[src/rtl/ptp_pulse_trig_pkg.sv]
package ptp_pulse_trig_pkg;

    typedef enum logic [2:0] {
        ST_IDLE  = 3'd0,
        ST_WAIT  = 3'd1,
        ST_HIGH  = 3'd2,
        ST_LOW   = 3'd3,
        ST_FIN   = 3'd4,
        ST_FAULT = 3'd5
    } trig_state_e;

    localparam logic [2:0] PAT_POS_PERIOD = 3'b101;

endpackage

[src/rtl/ptp_pulse_tadd.sv]
// Adds a nanosecond offset (below one second) to a {sec, ns} instant.
module ptp_pulse_tadd #(
    parameter int SEC_W      = 32,
    parameter int NS_W       = 30,
    parameter int ADD_W      = 30,
    parameter int NS_PER_SEC = 1_000_000_000
) (
    input  logic [SEC_W-1:0] a_sec,
    input  logic [NS_W-1:0]  a_ns,
    input  logic [ADD_W-1:0] add_ns,
    output logic [SEC_W-1:0] y_sec,
    output logic [NS_W-1:0]  y_ns
);
    localparam int SUM_W = NS_W + 1;

    logic [SUM_W-1:0] sum;
    logic             wrap;

    always_comb begin
        sum  = SUM_W'(a_ns) + SUM_W'(add_ns);
        wrap = (sum >= SUM_W'(NS_PER_SEC));
        y_ns = wrap ? NS_W'(sum - SUM_W'(NS_PER_SEC)) : NS_W'(sum);
        y_sec = wrap ? (a_sec + SEC_W'(1)) : a_sec;
    end
endmodule

[src/rtl/ptp_pulse_tcmp.sv]
// Reports whether instant a is at or after instant b.
module ptp_pulse_tcmp #(
    parameter int SEC_W = 32,
    parameter int NS_W  = 30
) (
    input  logic [SEC_W-1:0] a_sec,
    input  logic [NS_W-1:0]  a_ns,
    input  logic [SEC_W-1:0] b_sec,
    input  logic [NS_W-1:0]  b_ns,
    output logic             a_ge_b
);
    assign a_ge_b = (a_sec > b_sec) || ((a_sec == b_sec) && (a_ns >= b_ns));
endmodule

[src/rtl/ptp_pulse_trig.sv]
module ptp_pulse_trig
    import ptp_pulse_trig_pkg::*;
#(
    parameter int SEC_W      = 32,
    parameter int NS_W       = 30,
    parameter int NS_PER_SEC = 1_000_000_000,
    parameter int PW_W       = 24,
    parameter int CNT_W      = 16,
    parameter int PAT_W      = 3
) (
    input  logic             clk,
    input  logic             rst_n,
    input  logic [SEC_W-1:0] now_sec,
    input  logic [NS_W-1:0]  now_ns,
    input  logic [SEC_W-1:0] cfg_tgt_sec,
    input  logic [NS_W-1:0]  cfg_tgt_ns,
    input  logic [NS_W-1:0]  cfg_cycle_ns,
    input  logic [PW_W-1:0]  cfg_pulse_w8,
    input  logic [CNT_W-1:0] cfg_cycles,
    input  logic [PAT_W-1:0] cfg_pattern,
    input  logic             cfg_notify,
    input  logic             arm,
    input  logic             trig_rst,
    input  logic             clr_done,
    input  logic             clr_irq,
    output logic             gpio_out,
    output logic             active,
    output logic             done_flag,
    output logic             err_flag,
    output logic             irq_flag
);
    localparam int PNS_W = PW_W + 3;

    trig_state_e st_q, st_d;

    logic [SEC_W-1:0] evt_sec_q;
    logic [NS_W-1:0]  evt_ns_q;
    logic [NS_W-1:0]  cyc_q;
    logic [PW_W-1:0]  pw_q;
    logic [CNT_W-1:0] lim_q, cnt_q;
    logic             notify_q;

    logic [SEC_W-1:0] end_sec, nxt_sec, dl_sec;
    logic [NS_W-1:0]  end_ns, nxt_ns, dl_ns;
    logic             hit, tgt_passed, arm_bad, last_pulse;

    ptp_pulse_tadd #(.SEC_W(SEC_W), .NS_W(NS_W), .ADD_W(PNS_W), .NS_PER_SEC(NS_PER_SEC)) u_end_add (
        .a_sec(evt_sec_q), .a_ns(evt_ns_q), .add_ns({pw_q, 3'b000}),
        .y_sec(end_sec), .y_ns(end_ns)
    );

    ptp_pulse_tadd #(.SEC_W(SEC_W), .NS_W(NS_W), .ADD_W(NS_W), .NS_PER_SEC(NS_PER_SEC)) u_nxt_add (
        .a_sec(evt_sec_q), .a_ns(evt_ns_q), .add_ns(cyc_q),
        .y_sec(nxt_sec), .y_ns(nxt_ns)
    );

    always_comb begin
        if (st_q == ST_HIGH) begin
            dl_sec = end_sec;
            dl_ns  = end_ns;
        end else if (st_q == ST_LOW) begin
            dl_sec = nxt_sec;
            dl_ns  = nxt_ns;
        end else begin
            dl_sec = evt_sec_q;
            dl_ns  = evt_ns_q;
        end
    end

    ptp_pulse_tcmp #(.SEC_W(SEC_W), .NS_W(NS_W)) u_hit_cmp (
        .a_sec(now_sec), .a_ns(now_ns), .b_sec(dl_sec), .b_ns(dl_ns), .a_ge_b(hit)
    );

    ptp_pulse_tcmp #(.SEC_W(SEC_W), .NS_W(NS_W)) u_late_cmp (
        .a_sec(now_sec), .a_ns(now_ns), .b_sec(cfg_tgt_sec), .b_ns(cfg_tgt_ns), .a_ge_b(tgt_passed)
    );

    assign arm_bad    = tgt_passed || (cfg_pattern != PAT_W'(PAT_POS_PERIOD));
    assign last_pulse = (lim_q != '0) && ((cnt_q + CNT_W'(1)) == lim_q);

    // next-state logic
    always_comb begin
        st_d = st_q;
        if (trig_rst) begin
            st_d = ST_IDLE;
        end else if (arm) begin
            st_d = arm_bad ? ST_FAULT : ST_WAIT;
        end else begin
            unique case (st_q)
                ST_WAIT: if (hit) st_d = ST_HIGH;
                ST_HIGH: if (hit) st_d = last_pulse ? ST_FIN : ST_LOW;
                ST_LOW:  if (hit) st_d = ST_HIGH;
                default: st_d = st_q;
            endcase
        end
    end

    // state register
    always_ff @(posedge clk or negedge rst_n) begin
        if (!rst_n) st_q <= ST_IDLE;
        else        st_q <= st_d;
    end

    // outputs and datapath
    always_ff @(posedge clk or negedge rst_n) begin
        if (!rst_n) begin
            gpio_out  <= 1'b0;
            done_flag <= 1'b0;
            err_flag  <= 1'b0;
            irq_flag  <= 1'b0;
            evt_sec_q <= '0;
            evt_ns_q  <= '0;
            cyc_q     <= '0;
            pw_q      <= '0;
            lim_q     <= '0;
            cnt_q     <= '0;
            notify_q  <= 1'b0;
        end else begin
            if (clr_done) done_flag <= 1'b0;
            if (clr_irq)  irq_flag  <= 1'b0;
            if (trig_rst) begin
                err_flag <= 1'b0;
            end else if (arm) begin
                evt_sec_q <= cfg_tgt_sec;
                evt_ns_q  <= cfg_tgt_ns;
                cyc_q     <= cfg_cycle_ns;
                pw_q      <= cfg_pulse_w8;
                lim_q     <= cfg_cycles;
                notify_q  <= cfg_notify;
                cnt_q     <= '0;
                err_flag  <= arm_bad;
            end else begin
                unique case (st_q)
                    ST_WAIT: if (hit) gpio_out <= 1'b1;
                    ST_HIGH: if (hit) begin
                        gpio_out <= 1'b0;
                        cnt_q    <= cnt_q + CNT_W'(1);
                        if (last_pulse) begin
                            done_flag <= 1'b1;
                            if (notify_q) irq_flag <= 1'b1;
                        end
                    end
                    ST_LOW: if (hit) begin
                        gpio_out  <= 1'b1;
                        evt_sec_q <= nxt_sec;
                        evt_ns_q  <= nxt_ns;
                    end
                    default: ;
                endcase
            end
        end
    end

    assign active = (st_q == ST_WAIT) || (st_q == ST_HIGH) ||
                    (st_q == ST_LOW)  || (st_q == ST_FAULT);

endmodule

[config.mk]
export PLATFORM = sky130hd
export DESIGN_NAME = ptp_pulse_trig
export DESIGN_NICKNAME = d
export VERILOG_FILES = /design/src/rtl/ptp_pulse_trig_pkg.sv /design/src/rtl/ptp_pulse_tadd.sv /design/src/rtl/ptp_pulse_tcmp.sv /design/src/rtl/ptp_pulse_trig.sv
export SDC_FILE = /design/constraint.sdc
export NUM_CORES = 1
export LEC_CHECK = 0
export BUFFER_PORTS_ARGS = -buffer_cell sky130_fd_sc_hd__buf_2
export CAP_MARGIN = 20
export CORE_MARGIN = 4
export CORE_UTILIZATION = 30
export DETAILED_ROUTE_END_ITERATION = 6
export PLACE_DENSITY_LB_ADDON = 0.15
export REMOVE_ABC_BUFFERS = 1
export SETUP_SLACK_MARGIN = 0.1
export SLEW_MARGIN = 5
export SYNTH_ARGS = -nofsm -noshare
export SYNTH_HDL_FRONTEND = slang
export SYNTH_SLANG_ARGS = --single-unit
[constraint.sdc]
create_clock -name clk -period 9.23 [get_ports clk]
set_input_delay 0.923 -clock clk [delete_from_list [all_inputs] [get_ports clk]]
set_output_delay 0.923 -clock clk [all_outputs]
set_load 0.01 [all_outputs]
Word-level counts from Yosys, hierarchy flattened:

Index checks and enable logic that the tools add are counted.

* add/subtract/negate cells: 6
* order comparisons: 6
* equality and inequality tests: 12
* multiplexer cells: 42
* bitwise operators: 2
* reductions and logical operators: 22

Operators with widths (number)
* 2-to-1 mux 32 bit: 7
* 2-to-1 mux 30 bit: 7
* equality test 32 bit: 2
* > comparator 32 bit: 2
* >= comparator 31 x 30 -> 1 bit, second input constant: 2
* >= comparator 30 bit: 2
* subtractor 30 bit, second input constant: 2
* 2-to-1 mux 16 bit: 3
* adder 32 x 1 -> 32 bit, second input constant: 1
* adder 30 x 27 -> 31 bit: 1
* adder 30 x 30 -> 31 bit: 1
* 2-to-1 mux 3 bit: 6
* 2-to-1 mux 1 bit: 17
* adder 16 x 1 -> 16 bit, second input constant: 1
* equality test 16 bit: 1
* nonzero test 16 bit: 1
* nonzero test 2 bit: 5
* AND reduction 3 bit: 3
* equality test 3 x 2 -> 1 bit, second input constant: 2
* logical OR 1 bit: 6
* one-hot mux 3 bit (2 select lines): 1
* AND reduction 5 bit: 1
* inequality test 4 x 1 -> 1 bit, second input constant: 1
* inequality test 4 bit, second input constant: 1
* 11 further kinds: 14

* bits in registers: 156
* input bits: 204
* output and inout bits: 5
* word-level logic and storage cells: 102

Logic depth before layout (Yosys ltp):

* depth after elaboration: 12
* mapped depth: 31
* depth with buffers taken out: 29

Modules after synthesis:

From an unflattened synthesis, not the netlist that was laid out.

* cells, all modules: 2184
* area, all modules: 17775.8 um^2

Modules (own cells, without submodules)
* ptp_pulse_trig: instances 1, cells each 851, area each 8450.6 um^2, sequential area each 3903.7 um^2
* ptp_pulse_tadd at u_nxt_add: instances 1, cells each 464, area each 3128.0 um^2, sequential area each 0.0 um^2
* ptp_pulse_tadd at u_end_add: instances 1, cells each 437, area each 3111.7 um^2, sequential area each 0.0 um^2
* ptp_pulse_tcmp: instances 2, cells each 216, area each 1542.7 um^2, sequential area each 0.0 um^2

Least setup slack after synthesis:

No wires, ideal clock.

* path type: register to register
* start point: register evt_ns_q[0]
* end point: register evt_ns_q[27]
* setup time: 116 ps
* data arrival time: 6287 ps
* required time: 9114 ps
* slack: 2827 ps
* stages on the path, launching flop included: 28
* path buffers: 3
* period minus slack after synthesis: 6403 ps
* cell sequence: dfrtp_1 > ha_1 > fa_1 > a21o_1 > a221o_1 > a221oi_4 > o32ai_2 > xor2_1 > or2_1 > nand2b_2 > o211a_1 > buf_6 > o21ai_0 > xor2_1 > a311o_1 > ha_1 > a21o_1 > a21o_1 > a21oi_1 > o21ai_0 > a31o_2 > a221oi_1 > nor4_1 > nor2_1 > clkbuf_1 > clkbuf_1 > nand2_1 > o311ai_0

* word-level cells in the longest chain between the ends: 10
* elaborated cells between the ends (all ways): 24
* those cells by class: add/sub (4); order compare (4); eq/ne (1); mux (11); reduce/logical (4)

Ends and longest elaborated chain
* from (decl): RTL line ptp_pulse_trig.sv:37 `logic [NS_W-1:0] evt_ns_q;`
* from (signal assigned): RTL line ptp_pulse_trig.sv:125 `evt_ns_q <= cfg_tgt_ns;`
* from (signal assigned): RTL line ptp_pulse_trig.sv:146 `evt_ns_q <= nxt_ns;`
* adder 30 x 30 -> 31 bit: RTL line ptp_pulse_tadd.sv:20 `sum = SUM_W'(a_ns) + SUM_W'(add_ns);`
* subtractor 30 bit or >= comparator 31 x 30 -> 1 bit (tied branches): RTL line ptp_pulse_tadd.sv:22, ptp_pulse_tadd.sv:21
* 2-to-1 mux 30 bit or 2-to-1 mux 32 bit (tied branches): RTL line ptp_pulse_tadd.sv:22, ptp_pulse_tadd.sv:23
* 2-to-1 mux 30 bit or 2-to-1 mux 32 bit (tied branches): RTL line ptp_pulse_trig.sv:61 `end else if (st_q == ST_LOW) begin`
* 2-to-1 mux 30 bit or 2-to-1 mux 32 bit (tied branches): RTL line ptp_pulse_trig.sv:58 `if (st_q == ST_HIGH) begin`
* >= comparator 30 bit or equality test 32 bit (tied branches): RTL line ptp_pulse_tcmp.sv:12 `assign a_ge_b = (a_sec > b_sec) || ((a_sec == b_sec) && (a_ns >= b_ns));`
* logical AND 1 bit: RTL line ptp_pulse_tcmp.sv:12
* logical OR 1 bit: RTL line ptp_pulse_tcmp.sv:12
* nonzero test 2 bit (no source line)
* AND reduction 3 bit (no source line)

Parallel ways exist; a longest one is shown, timed or not. The select of a mux whose other input is x is not followed.
A chain may end at the register's enable or synchronous reset.

==> impl_results.md <==
- Mean Syn Cell Area: 7.75 µm²
- Final slew viol count: 0
- Top FF cell, synth: dfrtp_1
- Final setup viols: 0
- Unique masters post-synth: 101
- Area Overhead vs Synth: 14.0%
- Worst-path clk slew: 80 ps
- Tot Pwr: 3.95 mW
- Switching Power: 1.95 mW
- Rows: 86
- Crit start category: flop
- Critical path type: flop to flop
- CORE AREA: 55300 µm²
- Global route overflow: 0
- Ys async rst share: 1.00
- DP Cell Count: 3040
- Port Buf Inserts: 208
- Final Hold Fails: 0
- CP max FO: 18
- Num ports: 209
- Largest net degree at the start of global routing: 65
- Avg WL per Cell: 21.9 µm
- Int Power: 2.00 mW
- Clock H-tree levels: 4
- Starting Density: 0.304
- Crit path launch: evt_ns_q[0]$_DFFE_PN0P_
- Max-Cap Viols: 0
- Reg2reg start: evt_ns_q[0]$_DFFE_PN0P_
- Clock latency on the worst-skew pair: 510 ps
- Tightest Pin Transition: 965 ps
- Die Y: 245 µm
- Cell area after synthesis: 16800 µm²
- Nets: 2699
- Total Wirelength: 67400 µm
- RSZ-0062 raised after global routing: false
- Flop pwr share: 0.233
- Vias: 17400
- Class of the worst hold path: primary input to asynchronous set/reset pin
- Sequential element share of the synthesized area: 0.232
- Share of cells above drive strength 1: 0.140
- Antenna violations before repair: 11
- Net Sw Frac: 0.494
- Cts hold-fix bufs: 0
- GR Util All Layers: 0.219
- Worst setup EP type: flop
- Top cells by area, synth: dfrtp_1 23%, ha_1 14%, nand2_1 7.8%
- Clk sinks: 156
- Setup TNS: 0 ps
- Vias in the first global route: 16500
- Status: completed
- Clock Tree Buf Depth: 2
- Commonest non-fill, non-tap cell in the layout: nand2_1
- Post-cts resize count: 0
- Post CTS Setup Buffer Count: 0
- CP arrival: 8710 ps
- Setup Skew: 22.7 ps
- Crit path required time: 9590 ps
- Non-filler cells, final: 3078
- Final worst path period share: 0.905
- Top cell family by delay on the critical path: compound AO/OA/AOI/OAI gates
- Avg Vias per Cell: 5.64
- Remaining DRCs: 0
- Relative slew slack: 0.355
- Slowest CP cell: a21oi_2
- Yosys top cell area share: 0.232
- Logic gate share of total power: 0.572
- Clock share of power: 0.195
- Die width: 245 µm
- CP max stage delay: 630 ps
- HPWL Detailed: 52800 µm
- Worst Hold Margin: 367 ps
- TritonCTS clock tree: yes
- Leak: 8.85 nW
- Total CTS buffers: 17
- First-pass GRT wire length: 101000 µm
- Final ANT Viol Nets: 0
- YS warnings: 0
- CTS Root Cell: clkbuf_16
- Die area: 59900 µm²
- Gpl congestion: 0.931
- Fmax: 0.120 GHz
- Starting DRT DRC Count: 1435
- Buf/Inv on CP: 3
- Total power per unit cell area: 206 nW/µm²
- Seq cells post-synth: 156
- Tmin final: 8360 ps
- First-pass DRT Iterations: 5
- Max IR drop VDD: 184 µV
- Count of flip-flops with a built-in enable after synthesis: 0
- Largest area contributor in the netlist: dfrtp_1
- Most frequent cells in the layout: 349 x nand2_1, 207 x buf_2, 182 x ha_1
- Post-Syn Instances: 2168
[power groups by stage]
stage               combinational (mW)  clock, mW  sequential (mW)
floorplan                         1.56          0            0.868
global placement                  2.20          0            0.931
detailed placement                2.22          0            0.931
CTS                               2.23      0.800            0.918
global route                      2.47      0.818            0.933
finish                            2.26      0.770            0.920
[sequential cells by signal, indices dropped and copies added (netlist names), named ones only]
signal	flops
cnt_q	16
cyc_q	30
done_flag	1
err_flag	1
evt_ns_q	30
evt_sec_q	18
gpio_out	1
irq_flag	1
lim_q	16
notify_q	1
pw_q	24
st_q	3
[cells by family (layout without fill, tap and decap cells)]
| family | after synthesis | in the layout | synth area share |
|---|---|---|---|
| simple gates | 829 | 829 | 0.237 |
| compound gates | 650 | 650 | 0.263 |
| buf+inv | 203 | 359 | 0.0509 |
| fa+ha+maj | 184 | 184 | 0.138 |
| flops | 156 | 156 | 0.232 |
| xor+xnor | 119 | 119 | 0.0629 |
| mux | 27 | 27 | 0.0162 |
| other cells | 0 | 6 | 0 |
[cell usage after synthesis, drive strengths merged, types with 17 or more instances]
master	n
nor4	21
a211oi	59
xor2	70
inv	89
nand4	60
nor3	56
mux2i	26
o21ai	140
nor2b	20
clkbuf	87
nand2b	17
and2	20
nor2	123
a21o	60
and3	59
a31oi	20
nand2	349
o211ai	33
dfrtp	156
and4	17
ha	182
o21a	22
a21oi	136
nand3	52
buf	26
xnor2	49
o22ai	38
[layout make-up]
class / count / area [µm²]
Fill cell: 5926 / 36200
Multi-Input combinational cell: 1809 / 12100
Sequential cell: 156 / 3900
Timing Repair Buffer: 237 / 1260
Tap cell: 748 / 936
Clock buffer: 18 / 429
Inverter: 90 / 338
Clock inverter: 14 / 178
Antenna cell: 6 / 15.0
[final timing paths]
path | depth (start not counted) | slack (ps) | endpoint
setup / recovery | 27 | 870 | flop
hold / removal | 1 | 370 | pw_q[22]$_DFFE_PN0P_
setup reg to reg | 27 | 870 | flop
hold reg to reg | 2 | 490 | pw_q[5]$_DFFE_PN0P_
max in group asynchronous | 3 | 6810 | evt_ns_q[25]$_DFFE_PN0P_
min in group clk | 2 | 490 | pw_q[5]$_DFFE_PN0P_
[metrics by stage]
step	cell area, µm²	setup slack [ps]	util
3_5_place_dp	18500	955	0.335
5_1_grt	19100	221	0.346
6_report	19200	875	0.346
3_3_place_gp	18500	1150	0.335
4_1_cts	19100	905	0.346
2_1_floorplan	16300	300	-
[routing by layer]
layer	GRT usage	vias up	wire, µm	part of all wire
met1	0.299	8402	31100	0.46
met5	0	-	27	0.00040
met2	0.352	526	30700	0.46
met3	0.0436	93	3730	0.055
met4	0.0668	4	1750	0.026
li1	-	8331	-	-
(Power assumes the default switching activity.)
